===== src/rtl/sq2bcd_pkg.sv =====
package sq2bcd_pkg;

   // condition code bit positions
   localparam int CC_LT = 3;
   localparam int CC_GT = 2;
   localparam int CC_EQ = 1;
   localparam int CC_SO = 0;

   typedef logic [3:0] nibble_t;

endpackage


===== src/rtl/sq2bcd_magnitude.sv =====
module sq2bcd_magnitude #(
   parameter int IN_W = 128,
   parameter int NDIG = 31
) (
   input  logic [IN_W-1:0] op_i,
   output logic [IN_W-1:0] mag_o,
   output logic            neg_o,
   output logic            ovf_o
);

   // largest magnitude that fits in NDIG decimal digits
   function automatic logic [IN_W-1:0] max_mag();
      logic [IN_W-1:0] v;
      v = IN_W'(1);
      for (int i = 0; i < NDIG; i++) begin
         v = v * IN_W'(10);
      end
      return v - IN_W'(1);
   endfunction

   localparam logic [IN_W-1:0] LIMIT = max_mag();

   if (NDIG * 10 > IN_W * 3) begin : g_chk_fit
      $error("sq2bcd_magnitude: digit limit does not fit the operand width");
   end

   always_comb begin
      neg_o = op_i[IN_W-1];
      // full-width negate, never per half
      mag_o = neg_o ? (~op_i + IN_W'(1)) : op_i;
      ovf_o = (mag_o > LIMIT);
   end

endmodule


===== src/rtl/sq2bcd_dabble_step.sv =====
module sq2bcd_dabble_step #(
   parameter int NDIG = 31
) (
   input  logic [NDIG*4-1:0] bcd_i,
   input  logic              bit_i,
   output logic [NDIG*4-1:0] bcd_o
);

   localparam int DW = NDIG * 4;

   logic [DW-1:0] adj;

   // correct each digit that would reach 10 or more after doubling
   for (genvar d = 0; d < NDIG; d++) begin : g_dig
      assign adj[d*4 +: 4] = (bcd_i[d*4 +: 4] > 4'd4) ? (bcd_i[d*4 +: 4] + 4'd3)
                                                       : bcd_i[d*4 +: 4];
   end

   assign bcd_o = {adj[DW-2:0], bit_i};

endmodule


===== src/rtl/sq2bcd_encode.sv =====
module sq2bcd_encode
   import sq2bcd_pkg::*;
#(
   parameter int          NDIG     = 31,
   parameter logic [3:0]  SGN_NEG  = 4'hD,
   parameter logic [3:0]  SGN_POS0 = 4'hC,
   parameter logic [3:0]  SGN_POS1 = 4'hF
) (
   input  logic [NDIG*4-1:0] digits_i,
   input  logic              neg_i,
   input  logic              ovf_i,
   input  logic              pref_i,
   output logic [NDIG*4+3:0] result_o,
   output logic [3:0]        cc_o
);

   logic [NDIG-1:0] dig_nz;
   nibble_t         sgn;
   logic            all_zero;

   for (genvar d = 0; d < NDIG; d++) begin : g_nz
      assign dig_nz[d] = |digits_i[d*4 +: 4];
   end

   always_comb begin
      all_zero = ~|dig_nz;
      if (neg_i) begin
         sgn = SGN_NEG;
      end else if (pref_i) begin
         sgn = SGN_POS1;
      end else begin
         sgn = SGN_POS0;
      end
      result_o = {digits_i, sgn};

      cc_o = '0;
      if (ovf_i) begin
         cc_o[CC_SO] = 1'b1;
      end else if (all_zero) begin
         cc_o[CC_EQ] = 1'b1;
      end else if (neg_i) begin
         cc_o[CC_LT] = 1'b1;
      end else begin
         cc_o[CC_GT] = 1'b1;
      end
   end

endmodule


===== src/rtl/sq2bcd_convert.sv =====
module sq2bcd_convert
   import sq2bcd_pkg::*;
#(
   parameter int          IN_W     = 128,
   parameter int          NDIG     = 31,
   parameter logic [3:0]  SGN_NEG  = 4'hD,
   parameter logic [3:0]  SGN_POS0 = 4'hC,
   parameter logic [3:0]  SGN_POS1 = 4'hF
) (
   input  logic                  clk_i,
   input  logic                  rst_ni,
   input  logic                  start_i,
   input  logic [IN_W-1:0]       operand_i,
   input  logic                  pref_sel_i,
   output logic [(NDIG+1)*4-1:0] result_o,
   output logic [3:0]            cc_o,
   output logic                  done_o
);

   localparam int RES_W = (NDIG + 1) * 4;
   localparam int DW    = NDIG * 4;
   localparam int CNT_W = $clog2(IN_W + 1);

   if (IN_W < 8) begin : g_chk_width
      $error("sq2bcd_convert: operand width too small");
   end
   if (SGN_NEG == SGN_POS0 || SGN_NEG == SGN_POS1) begin : g_chk_sign
      $error("sq2bcd_convert: negative sign code must differ from positive codes");
   end
   if (NDIG < 1) begin : g_chk_dig
      $error("sq2bcd_convert: need at least one digit");
   end

   logic [IN_W-1:0]  mag_w;
   logic             neg_w;
   logic             ovf_w;
   logic [IN_W-1:0]  mag_q;
   logic             neg_q;
   logic             ovf_q;
   logic             pref_q;
   logic             busy_q;
   logic [CNT_W-1:0] cnt_q;
   logic [DW-1:0]    bcd_q;
   logic [DW-1:0]    bcd_nxt;
   logic [RES_W-1:0] enc_res;
   logic [3:0]       enc_cc;

   sq2bcd_magnitude #(
      .IN_W (IN_W),
      .NDIG (NDIG)
   ) u_mag (
      .op_i  (operand_i),
      .mag_o (mag_w),
      .neg_o (neg_w),
      .ovf_o (ovf_w)
   );

   sq2bcd_dabble_step #(
      .NDIG (NDIG)
   ) u_step (
      .bcd_i (bcd_q),
      .bit_i (mag_q[IN_W-1]),
      .bcd_o (bcd_nxt)
   );

   sq2bcd_encode #(
      .NDIG     (NDIG),
      .SGN_NEG  (SGN_NEG),
      .SGN_POS0 (SGN_POS0),
      .SGN_POS1 (SGN_POS1)
   ) u_enc (
      .digits_i (bcd_nxt),
      .neg_i    (neg_q),
      .ovf_i    (ovf_q),
      .pref_i   (pref_q),
      .result_o (enc_res),
      .cc_o     (enc_cc)
   );

   always_ff @(posedge clk_i or negedge rst_ni) begin
      if (!rst_ni) begin
         mag_q    <= '0;
         neg_q    <= 1'b0;
         ovf_q    <= 1'b0;
         pref_q   <= 1'b0;
         busy_q   <= 1'b0;
         cnt_q    <= '0;
         bcd_q    <= '0;
         result_o <= '0;
         cc_o     <= '0;
         done_o   <= 1'b0;
      end else begin
         done_o <= 1'b0;
         if (busy_q) begin
            bcd_q <= bcd_nxt;
            mag_q <= {mag_q[IN_W-2:0], 1'b0};
            cnt_q <= cnt_q - CNT_W'(1);
            if (cnt_q == CNT_W'(1)) begin
               busy_q   <= 1'b0;
               done_o   <= 1'b1;
               result_o <= enc_res;
               cc_o     <= enc_cc;
            end
         end else if (start_i) begin
            mag_q  <= mag_w;
            neg_q  <= neg_w;
            ovf_q  <= ovf_w;
            pref_q <= pref_sel_i;
            bcd_q  <= '0;
            cnt_q  <= CNT_W'(IN_W);
            busy_q <= 1'b1;
         end
      end
   end

   // ---------------- assertions ----------------
   logic [NDIG-1:0] dig_ok;
   for (genvar d = 0; d < NDIG; d++) begin : g_dec_chk
      assign dig_ok[d] = (result_o[(d+1)*4 +: 4] <= 4'd9);
   end

   AST_DONE_PULSE: assert property (@(posedge clk_i) disable iff (!rst_ni)
      done_o |=> !done_o);

   AST_BUSY_HOLD: assert property (@(posedge clk_i) disable iff (!rst_ni)
      (busy_q && cnt_q != CNT_W'(1)) |=> (busy_q && !done_o));

   AST_SO_ALONE: assert property (@(posedge clk_i) disable iff (!rst_ni)
      (done_o && cc_o[CC_SO]) |-> (cc_o[3:1] == 3'b000));

   AST_ONE_FLAG: assert property (@(posedge clk_i) disable iff (!rst_ni)
      (done_o && !cc_o[CC_SO]) |-> ($countones(cc_o[3:1]) == 1));

   AST_NEG_SIGN: assert property (@(posedge clk_i) disable iff (!rst_ni)
      (done_o && cc_o[CC_LT]) |-> (result_o[3:0] == SGN_NEG));

   AST_POS_SIGN: assert property (@(posedge clk_i) disable iff (!rst_ni)
      (done_o && !cc_o[CC_LT] && !cc_o[CC_SO])
         |-> (result_o[3:0] == (pref_q ? SGN_POS1 : SGN_POS0)));

   AST_ZERO_DIGITS: assert property (@(posedge clk_i) disable iff (!rst_ni)
      (done_o && cc_o[CC_EQ]) |-> (result_o[RES_W-1:4] == '0));

   AST_DECIMAL: assert property (@(posedge clk_i) disable iff (!rst_ni)
      (done_o && !cc_o[CC_SO]) |-> (&dig_ok));

endmodule


===== config.mk =====
export PLATFORM = sky130hd
export DESIGN_NAME = sq2bcd_convert
export DESIGN_NICKNAME = d
export VERILOG_FILES = /design/src/rtl/sq2bcd_pkg.sv /design/src/rtl/sq2bcd_magnitude.sv /design/src/rtl/sq2bcd_dabble_step.sv /design/src/rtl/sq2bcd_encode.sv /design/src/rtl/sq2bcd_convert.sv
export SDC_FILE = /design/constraint.sdc
export NUM_CORES = 1
export LEC_CHECK = 0
export BUFFER_PORTS_ARGS = -buffer_cell sky130_fd_sc_hd__buf_2
export CORE_MARGIN = 2
export CORE_UTILIZATION = 38
export DETAILED_ROUTE_END_ITERATION = 8
export PLACE_DENSITY = 0.65
export REMOVE_ABC_BUFFERS = 1
export SLEW_MARGIN = 30
export SYNTH_ARGS = -nofsm -noshare
export SYNTH_HDL_FRONTEND = slang
export SYNTH_HIERARCHICAL = 1
export SYNTH_SLANG_ARGS = --single-unit
export TNS_END_PERCENT = 5

===== constraint.sdc =====
create_clock -name clk_i -period 2.5 [get_ports clk_i]
set_clock_uncertainty 0.05 [all_clocks]
set_input_delay 0.25 -clock clk_i [delete_from_list [all_inputs] [get_ports clk_i]]
set_output_delay 0.25 -clock clk_i [all_outputs]
set_load 0.05 [all_outputs]

==> results.rst <==
.. list-table::
   :header-rows: 1

   * - Metric
     - Value
   * - Outcome
     - finished with violations
   * - Violations in the final reports
     - negative setup slack
   * - Post-synth EDFFs
     - 0
   * - Sequential cell fraction of total power
     - 34.6%
   * - RSZ-0062 raised after global routing
     - true
   * - Drc violations
     - 0
   * - Crit path time final
     - around 3.6 ns
   * - Distinct cell type count of the synthesized netlist
     - between 80 and 90
   * - Switching power summed over all nets
     - ~9.4 mW
   * - Count of mapped cells out of synthesis
     - roughly 2,500
   * - Full die area
     - between 0.06 and 0.07 mm^2
   * - Max-cap violations
     - 0
   * - Number of design-rule violations left by the first detailed-router iteration
     - around 1,600
   * - Number of port buffers
     - approximately 260
   * - Library cell with the largest summed area after synthesis
     - sky130_fd_sc_hd__dfrtp_1
   * - Clk pin slew, worst setup/hold paths
     - approximately 0.060 ns
   * - Half-perimeter wire length after placement
     - 59,600 um
   * - Critical Path AT
     - ~4 ns
   * - Area inside the core boundary
     - between 0.06 and 0.07 mm^2
   * - Commonest cells in the synthesized netlist
     - sky130_fd_sc_hd__dfrtp_1, sky130_fd_sc_hd__nand2_1, sky130_fd_sc_hd__o21ai_0
   * - Clk pwr share
     - between 20% and 30%
   * - Leakage component of the power
     - 16.3 nW
   * - Clock Path Buffers
     - 3
   * - Final Routed Wirelength
     - between 70,000 and 80,000 um
   * - Ports placed on the boundary
     - roughly 270
   * - Post-synthesis instance area
     - roughly 0.025 mm^2
   * - Post-layout util
     - 51.0%
   * - Worst R2R Path Depth
     - 12
   * - Final design instance area without fill
     - 0.0330 mm^2
   * - Synthesized flop and latch total
     - ~400
   * - Number of nets in the layout
     - about 3,400
   * - Average instance area after synthesis
     - 9.82 um^2
   * - Layout area overhead
     - 32.1%
   * - Gr ovfl total
     - 0
   * - Areal power density over the cells
     - 821 mW/mm^2
   * - Ys async rst share
     - 100%
   * - Element type at the critical path end
     - flop
   * - Crit start category
     - input pin
   * - Final critical-path share of the clock period
     - 145%
   * - Routed via count
     - 22,011
   * - Wire length of the first global-routing pass
     - about 120,000 um
   * - Total number of placement rows
     - 93
   * - Top fanout value on the critical path
     - 7
   * - WP data required
     - between 2 and 3 ns
   * - Worst Tran Pin Value
     - ~0.83 ns
   * - Final setup violation count
     - 10
   * - Worst-skew pair later-pin latency
     - 0.57 ns
   * - Number of global-route vias before repair
     - roughly 22,000
   * - Part of the total power dissipated in combinational logic
     - roughly 39%
   * - Most used standard cell by instance count after synthesis
     - sky130_fd_sc_hd__dfrtp_1
   * - Sink Count
     - between 300 and 400
   * - Number of nets with antenna violations after routing
     - 0
   * - Max IR drop VDD
     - 0.532 mV
   * - Number of hold violations in the final report
     - 0
   * - Minimum setup slack after placement
     - -1.94 ns
   * - Worst rel slew slack
     - between 40 and 50%
   * - Switching fraction of total power
     - 34.8%
   * - Hold Crit Class
     - input pin to flop
   * - Width of the die
     - around 260 um
   * - Routability congestion estimate from global placement
     - around 1
   * - Post-route setup slack
     - -1.12 ns
   * - Largest net degree at the start of global routing
     - ~170
   * - Die Span Y
     - ~260 um
   * - Internal Dissipation
     - around 18 mW
   * - Initial Utilization
     - around 39%
   * - Most instantiated flip-flop cell in the synthesis netlist
     - sky130_fd_sc_hd__dfrtp_1
   * - Total count of max-transition violations in the final report
     - 0
   * - Proportion of layout cells with a drive suffix above 1
     - 37.8%
   * - Overall power after layout
     - roughly 27 mW
   * - Overall fraction of global-route tracks in use
     - 22.5%
   * - Total cell area at the placement stage
     - 0.0303 mm^2
   * - Number of optimization iterations in the first detailed-route pass
     - 5
   * - Post-synthesis sequential area ratio
     - between 30% and 40%
   * - CTS root buf
     - sky130_fd_sc_hd__clkbuf_16
   * - Ys Warns
     - 6
   * - WL per Instance
     - roughly 19 um
   * - Fmax
     - 0.276 GHz
   * - Average via count per standard cell
     - around 5.4
   * - Htree depth
     - 2
   * - Clock tree from TritonCTS
     - done
   * - Hold Path Cell Cnt
     - 4
   * - Top-area cell type share of the netlist area
     - about two fifths
   * - Layout filler cell count
     - roughly 5,900
   * - Number of antenna violations at the first check in global routing
     - 7
   * - TritonCTS Buffers
     - 47
   * - Critical path start-end classification
     - input pin to flop
   * - Ranking of synthesized cells by area
     - sky130_fd_sc_hd__dfrtp_1, sky130_fd_sc_hd__mux2i_1, sky130_fd_sc_hd__a22o_1, sky130_fd_sc_hd__xnor2_1, sky130_fd_sc_hd__buf_4
## cell usage in the layout, fill, tap and decap left out, drive strengths merged, types with 33 or more instances in the layout
master  instances
a21o           34
a21oi          40
a22o          140
buf           857
clkbuf         63
dfrtp         397
ha             65
inv           129
mux2          135
mux2i         162
nand2         212
nor2           71
nor3           72
nor4           77
o21ai         223
o31ai          34
o41ai          33
or4            36
xnor2         133
## cell type report
cell class,instances,area (um^2),area share [%]
flip-flops and latches,397,9940,30.1
inverters,127,479,1.45
diodes,5,12.5,0.0380
repair buffers,859,6060,18.4
clock buffers,63,1340,4.05
clock inverters,20,289,0.877
multi-input cells,1751,13800,41.8
well taps,855,1070,3.24
## power by group through the flow
| stage | clock network, mW | registers (mW) | logic, mW |
|---|---|---|---|
| 2_1_floorplan | 0 | 10.0 | 4.85 |
| 3_5_place_dp | 0 | 9.38 | 9.94 |
| 3_3_place_gp | 0 | 9.29 | 9.55 |
| 4_1_cts | 7.33 | 9.31 | 10.1 |
| 5_1_grt | 7.58 | 9.59 | 11.5 |
| 6_report | 7.16 | 9.36 | 10.6 |
## critical path, stage by stage
cell and delay (ns):
sky130_fd_sc_hd__buf_2 0.11, sky130_fd_sc_hd__or4_4 0.54, sky130_fd_sc_hd__buf_6 0.15, sky130_fd_sc_hd__nor4_4 0.23
sky130_fd_sc_hd__nand4b_1 0.18, sky130_fd_sc_hd__buf_6 0.18, sky130_fd_sc_hd__or3_1 0.48, sky130_fd_sc_hd__o21ai_1 0.22
sky130_fd_sc_hd__xnor2_1 0.11, sky130_fd_sc_hd__a311oi_1 0.36, sky130_fd_sc_hd__and4_1 0.25, sky130_fd_sc_hd__nand4_1 0.18
sky130_fd_sc_hd__a2111oi_1 0.48, sky130_fd_sc_hd__a21oi_1 0.15, sky130_fd_sc_hd__nand2_1 0.09, sky130_fd_sc_hd__nand2_1 0.05
## cell families (layout without fill, tap and decap cells)
kind of cell    count (synthesis)  after routing  synth area share, %
buf+inv                       394           1069                 8.43
xor+xnor                      161            161                 5.65
mux                           297            297                 12.6
compound gates                564            564                 15.9
simple gates                  662            662                 14.3
other cells                     1              7               0.0150
flops                         397            397                 39.8
fa+ha+maj                      65             65                 3.26
## metal layers
metal / global-route usage [%] / up-vias / routed length [um]
met5: 0 / - / 9
met4: 5.86 / 2 / 1940
met3: 3.10 / 117 / 4590
met2: 38.4 / 673 / 37500
met1: 30.0 / 10871 / 34400
li1: - / 10348 / -
## path summary, 6_finish.rpt
| path | slack (ns) | endpoint | start |
|---|---|---|---|
| max in group asynchronous | 1.38 | mag_q[109] | rst_ni |
| hold reg to reg | 0.43 | mag_q[109] | mag_q[108] |
| min in group asynchronous | 0.25 | result_o[48] | rst_ni |
| setup reg to reg | -0.18 | cc_o[3] | bcd_q[32] |
| setup / recovery | -1.12 | ovf_q | operand_i[27] |
| hold / removal | 0.05 | mag_q[0] | operand_i[0] |
## per-stage QoR
stage	TNS [ns]	cells	hold slack, ns
2_1_floorplan	-2893.06	2275	-0.0956
3_3_place_gp	-56.87	3976	0.303
6_report	-2.03	4077	0.0482
4_1_cts	-2.26	4065	0.0176
3_5_place_dp	-61.91	3976	0.297
5_1_grt	-4.04	4073	0.0395
## flip-flops by register name (all words and copies together) (netlist names)
signal and count:
bcd_q 124, done_o 1, pref_q 1, mag_q 128
result_o 128, cnt_q 8, neg_q 1, ovf_q 1
cc_o 4, busy_q 1
## repair_timing
| action | CTS | global route |
|---|---|---|
| hold buffers | 2 | 0 |
| hold endpoints to repair | 70 | 0 |
| resized for setup | 76 | 125 |
| setup buffers | 6 | 7 |
| cloned | 0 | 0 |
| pin swaps | 21 | 53 |
| endpoints found under the setup margin | 43 | 50 |
(Power assumes the default switching activity.)
